`src/rtl/ldtrk_pkg.sv`:
```
package ldtrk_pkg;
   typedef enum logic {
      ST_SEARCH = 1'b0,
      ST_IDLE   = 1'b1
   } sched_st_e;
endpackage

```
`src/rtl/ldtrk_mod_eval.sv`:
```
module ldtrk_mod_eval #(
   parameter int N_MOD     = 3,
   parameter int DUTY_W    = 8,
   parameter int CUR_W     = 10,
   parameter int FULL_CODE = 255,
   parameter int HIGH_CODE = 230
) (
   input  logic [N_MOD*DUTY_W-1:0] duty_i,
   input  logic [N_MOD*CUR_W-1:0]  cur_i,
   output logic                    any_full_o,
   output logic                    any_low_o,
   output logic [CUR_W-1:0]        spread_o
);
   localparam logic [DUTY_W-1:0] FULL_V = DUTY_W'(FULL_CODE);
   localparam logic [DUTY_W-1:0] HIGH_V = DUTY_W'(HIGH_CODE);

   logic [CUR_W-1:0] cmax, cmin;

   always_comb begin
      any_full_o = 1'b0;
      any_low_o  = 1'b0;
      cmax       = '0;
      cmin       = '1;
      for (int k = 0; k < N_MOD; k++) begin
         if (duty_i[k*DUTY_W +: DUTY_W] == FULL_V) any_full_o = 1'b1;
         if (duty_i[k*DUTY_W +: DUTY_W] <  HIGH_V) any_low_o  = 1'b1;
         if (cur_i[k*CUR_W +: CUR_W] > cmax) cmax = cur_i[k*CUR_W +: CUR_W];
         if (cur_i[k*CUR_W +: CUR_W] < cmin) cmin = cur_i[k*CUR_W +: CUR_W];
      end
      spread_o = cmax - cmin;
   end
endmodule

```
`src/rtl/ldtrk_ref_scale.sv`:
```
module ldtrk_ref_scale #(
   parameter int N_MOD     = 3,
   parameter int REF_W     = 10,
   parameter int SCL_W     = 9,
   parameter int SCL_FRAC  = 8,
   parameter bit USE_SCALE = 1'b1,
   localparam int OUT_W    = REF_W + SCL_W - SCL_FRAC,
   localparam int PROD_W   = REF_W + SCL_W
) (
   input  logic [REF_W-1:0]       ref_i,
   input  logic [N_MOD*SCL_W-1:0] scale_i,
   output logic [N_MOD*OUT_W-1:0] mod_ref_o
);
   for (genvar k = 0; k < N_MOD; k++) begin : g_mod
      if (USE_SCALE) begin : g_scaled
         logic [PROD_W-1:0] prod;
         assign prod = PROD_W'(ref_i) * PROD_W'(scale_i[k*SCL_W +: SCL_W]);
         assign mod_ref_o[k*OUT_W +: OUT_W] = OUT_W'(prod >> SCL_FRAC);
      end else begin : g_plain
         assign mod_ref_o[k*OUT_W +: OUT_W] = OUT_W'(ref_i);
      end
   end
endmodule

```
`src/rtl/ldtrk_ref_sched.sv`:
```
module ldtrk_ref_sched
   import ldtrk_pkg::*;
#(
   parameter int N_MOD     = 3,
   parameter int DUTY_W    = 8,
   parameter int CUR_W     = 10,
   parameter int REF_W     = 10,
   parameter int SCL_W     = 9,
   parameter int SCL_FRAC  = 8,
   parameter int FULL_CODE = 255,
   parameter int HIGH_CODE = 230,
   parameter bit USE_SCALE = 1'b1,
   localparam int OUT_W    = REF_W + SCL_W - SCL_FRAC
) (
   input  logic                    clk,
   input  logic                    rst_n,
   input  logic                    upd_i,
   input  logic [N_MOD*DUTY_W-1:0] duty_i,
   input  logic [N_MOD*CUR_W-1:0]  cur_i,
   input  logic [CUR_W-1:0]        thr_i,
   input  logic [REF_W-1:0]        rate_init_i,
   input  logic [REF_W-1:0]        rate_fast_i,
   input  logic [REF_W-1:0]        rate_slow_i,
   input  logic [N_MOD*SCL_W-1:0]  scale_i,
   output logic [REF_W-1:0]        ref_o,
   output logic [N_MOD*OUT_W-1:0]  mod_ref_o,
   output logic                    idle_o
);
   // elaboration-time parameter checks
   if (N_MOD < 2) begin : g_bad_n
      $error("ldtrk_ref_sched: N_MOD must be at least 2");
   end
   if (FULL_CODE > (2**DUTY_W) - 1) begin : g_bad_full
      $error("ldtrk_ref_sched: FULL_CODE does not fit DUTY_W");
   end
   if (HIGH_CODE >= FULL_CODE) begin : g_bad_high
      $error("ldtrk_ref_sched: HIGH_CODE must be below FULL_CODE");
   end
   if (SCL_W <= SCL_FRAC) begin : g_bad_scl
      $error("ldtrk_ref_sched: SCL_W must exceed SCL_FRAC");
   end

   sched_st_e        st_q, st_nx;
   logic [REF_W-1:0] ref_q, ref_nx;
   logic             any_full, any_low;
   logic [CUR_W-1:0] spread;

   function automatic logic [REF_W-1:0] sat_up(input logic [REF_W-1:0] a,
                                               input logic [REF_W-1:0] b);
      logic [REF_W:0] s;
      s = {1'b0, a} + {1'b0, b};
      return s[REF_W] ? '1 : s[REF_W-1:0];
   endfunction

   function automatic logic [REF_W-1:0] sat_dn(input logic [REF_W-1:0] a,
                                               input logic [REF_W-1:0] b);
      return (b > a) ? '0 : a - b;
   endfunction

   ldtrk_mod_eval #(
      .N_MOD(N_MOD), .DUTY_W(DUTY_W), .CUR_W(CUR_W),
      .FULL_CODE(FULL_CODE), .HIGH_CODE(HIGH_CODE)
   ) i_eval (
      .duty_i(duty_i), .cur_i(cur_i),
      .any_full_o(any_full), .any_low_o(any_low), .spread_o(spread)
   );

   always_comb begin
      st_nx  = st_q;
      ref_nx = ref_q;
      unique case (st_q)
         ST_SEARCH: begin
            if (!any_full) begin
               ref_nx = sat_up(ref_q, rate_init_i);
            end else if (spread < thr_i) begin
               st_nx = ST_IDLE;
            end else begin
               ref_nx = sat_dn(ref_q, rate_slow_i);
            end
         end
         ST_IDLE: begin
            if (any_low) begin
               ref_nx = sat_up(ref_q, rate_fast_i);
               st_nx  = ST_SEARCH;
            end else if (spread > thr_i) begin
               ref_nx = sat_dn(ref_q, rate_fast_i);
               st_nx  = ST_SEARCH;
            end
         end
         default: st_nx = ST_SEARCH;
      endcase
   end

   always_ff @(posedge clk or negedge rst_n) begin
      if (!rst_n) begin
         st_q  <= ST_SEARCH;
         ref_q <= '0;
      end else if (upd_i) begin
         st_q  <= st_nx;
         ref_q <= ref_nx;
      end
   end

   ldtrk_ref_scale #(
      .N_MOD(N_MOD), .REF_W(REF_W), .SCL_W(SCL_W),
      .SCL_FRAC(SCL_FRAC), .USE_SCALE(USE_SCALE)
   ) i_scale (
      .ref_i(ref_q), .scale_i(scale_i), .mod_ref_o(mod_ref_o)
   );

   assign ref_o  = ref_q;
   assign idle_o = (st_q == ST_IDLE);
endmodule

```
`config.mk`:
```
export PLATFORM = sky130hd
export DESIGN_NAME = ldtrk_ref_sched
export DESIGN_NICKNAME = d
export VERILOG_FILES = /design/src/rtl/ldtrk_pkg.sv /design/src/rtl/ldtrk_mod_eval.sv /design/src/rtl/ldtrk_ref_scale.sv /design/src/rtl/ldtrk_ref_sched.sv
export SDC_FILE = /design/constraint.sdc
export NUM_CORES = 1
export LEC_CHECK = 0
export ABC_AREA = 1
export BUFFER_PORTS_ARGS = -buffer_cell sky130_fd_sc_hd__buf_2
export CORE_MARGIN = 5
export CORE_UTILIZATION = 35
export DETAILED_ROUTE_END_ITERATION = 16
export HOLD_SLACK_MARGIN = 0.1
export SLEW_MARGIN = 20
export SYNTH_ARGS = -nofsm -noshare
export SYNTH_HDL_FRONTEND = slang
export SYNTH_HIERARCHICAL = 1
export SYNTH_SLANG_ARGS = --single-unit
```
`constraint.sdc`:
```
create_clock -name clk -period 12.6 [get_ports clk]
set_input_delay 0.63 -clock clk [delete_from_list [all_inputs] [get_ports clk]]
set_output_delay 0.63 -clock clk [all_outputs]
set_load 0.01 [all_outputs]
```
==> flow_summary.ini <==
[placement]
gp_congestion = 0.8761
place_hpwl_mm = 32.29
place_area_um2 = 15410
portBuffers = 167

[worst_setup_path]
cp_slowest_stage_delay_ns = 0.45
start_kind = input pin
worstPathMaxFanout = 19
critPathTopFamily = compound AO/OA/AOI/OAI gates
endpoint_kind = register
cpMostUsedCell = nand2_1
r2r_slack_ns = 10.03
crit_required_ns = 12.72
crit_slowest_cell = a21oi_2
crit_buf_inv = 5
critPathKind = in2reg
crit_arrival_ns = 6.43

[yosys]
ys_types = 52
yosysTopAreaCell = fa_1
synth_top_area_share_pct = 24.45
synth_cells = 2208
ys_top_cells_by_count = nand2_1 (671), inv_1 (550), ha_1 (202), fa_1 (173), nand3_1 (115)
synth-seq-area-share_pct = 1.943
synth-edff-count = 0
synth_nets = 2707
yosysWarnings = 6
synth-seq-cells = 11
synth_flop_cell = dfrtp_1
async_flop_share_pct = 100.0
postSynthAreaPerCell_um2 = 6.415
synth_most_common_cell = nand2_1
synthTopCellsByArea = fa_1 (24%), ha_1 (18%), nand2_1 (18%)
netlist_area_um2 = 14160

[sta]
rsz0062_at_grt = false
tightest_slew_ns = 0.5894
clock-skew-final_ns = 0.0003220
setup_viol = 0
finalHoldViolations = 0
min_period_ns = 6.312
max_freq_mhz = 158.4
hold_ws_ns = 0.2478
finalMaxSlewViolations = 0
max_slew_margin_pct = 60.71
setup-tns-final_ns = 0
period_share_pct = 50.10

[finish]
area_growth_pct = 9.363
fin_nets = 2821
antenna_cells = 0
fin_area_um2 = 15490
layout-drive-gt1-share_pct = 10.34
fin_util_pct = 38.81

[run]
cap_violations = 0

[routing]
drt-wirelength-per-cell_um = 13.39
wl_mm = 38.10
drc = 0
drtPass1Iterations = 5
vias_per_cell = 4.714
initialDrtViolationCount = 699
num_vias = 13420
antenna_left = 0

[clock_tree]
clk-insertion-delay-late_ns = 0.24
cts_made_buffers = 3
cts_hold_buf = 0
cts-root-buf = clkbuf_16
post_cts_resized = 0
clk_path_buf_depth = 2
cts_setup_buffers = 0
h-tree-depth = 1
clkTransAtPathRegs_ns = 0.04
cts_sinks = 11
cts_tree = yes

[die]
die_h_um = 211.2
rows = 73
io_pins = 168
die_w_um = 211.2
dieArea_um2 = 44590
core_um2 = 39910
start_util_pct = 35.49

[global_routing]
grt_usage_pct = 16.94
grt_overflow_total = 0
grt_max_degree = 32
antenna_found_initial = 0
first_global_vias = 13230
grt_pass1_wl_mm = 64.13

[outcome]
status = complete, no violations

[worst_hold_path]
min-delay-path-class = in2async
final cells by class:
type	count	area, um2
repair buffers	177	910.9
fillers	4331	24420
clock inverters	1	5.005
well taps	525	656.9
clock buffers	3	75.07
multi-input cells	1569	11460
inverters	560	2105
flip-flops and latches	11	275.3
layout by cell type, fill, tap and decap left out, types with 6 or more instances in the layout:
cell type	synthesis	layout
inv_1	550	550
buf_4	6	10
nand4_1	20	20
nand2_1	671	671
inv_2	9	9
fa_1	173	173
nor4_1	6	6
dfrtp_1	11	11
xor2_1	24	24
buf_2	6	167
nand2_2	13	13
a21o_1	14	14
o21ai_2	12	12
o21ai_1	16	16
nand3_1	115	115
ha_1	202	202
o21bai_1	8	8
o21ai_0	59	59
nor2_1	101	101
nor3_1	11	11
o21a_1	6	6
a21oi_1	74	74
state kept, by name, indices dropped and copies added (netlist names):
register and count:
ref_o 10, idle_o 1
final timing paths:
check / start / cells after the start / end
setup / recovery: cur_i[8] / 35 / ref_o[0]$_DFFE_PN0P_
max in group asynchronous: rst_n / 1 / idle_o$_DFFE_PN0P_
hold reg to reg: ref_o[8]$_DFFE_PN0P_ / 2 / ref_o[8]$_DFFE_PN0P_
min in group clk: ref_o[8]$_DFFE_PN0P_ / 2 / ref_o[8]$_DFFE_PN0P_
hold / removal: rst_n / 1 / ref_o[0]$_DFFE_PN0P_
setup reg to reg: ref_o[9]$_DFFE_PN0P_ / 12 / ref_o[4]$_DFFE_PN0P_
cells by family (layout without fill, tap and decap cells):
kind of cell / after synthesis / count (layout) / synth area share (%)
flops: 11 / 11 / 1.943
simple gates: 957 / 957 / 28.08
fa+ha+maj: 375 / 375 / 42.29
xor+xnor: 29 / 29 / 1.793
buf+inv: 628 / 741 / 17.13
compound gates: 208 / 208 / 8.762
per-stage QoR:
step | std cells | setup slack (ns)
2_1_floorplan | 2208 | 7.215
3_3_place_gp | 2842 | 6.327
3_5_place_dp | 2842 | 6.106
4_1_cts | 2846 | 6.345
5_1_grt | 2846 | 5.679
6_report | 2846 | 6.288
per-layer routing:
metal  track usage (%)  share of wire (%)  up-vias
met5                 0                  0        -
met3            0.8169                3.3       26
met1             23.60                 48     6294
met4             1.990                1.1        0
met2             30.05                 48      227
li1                  -                  -     6868
Power is left out: the tool's default activity adds up to more than one toggle a clock period on the data nets, which glitch-free logic cannot reach.
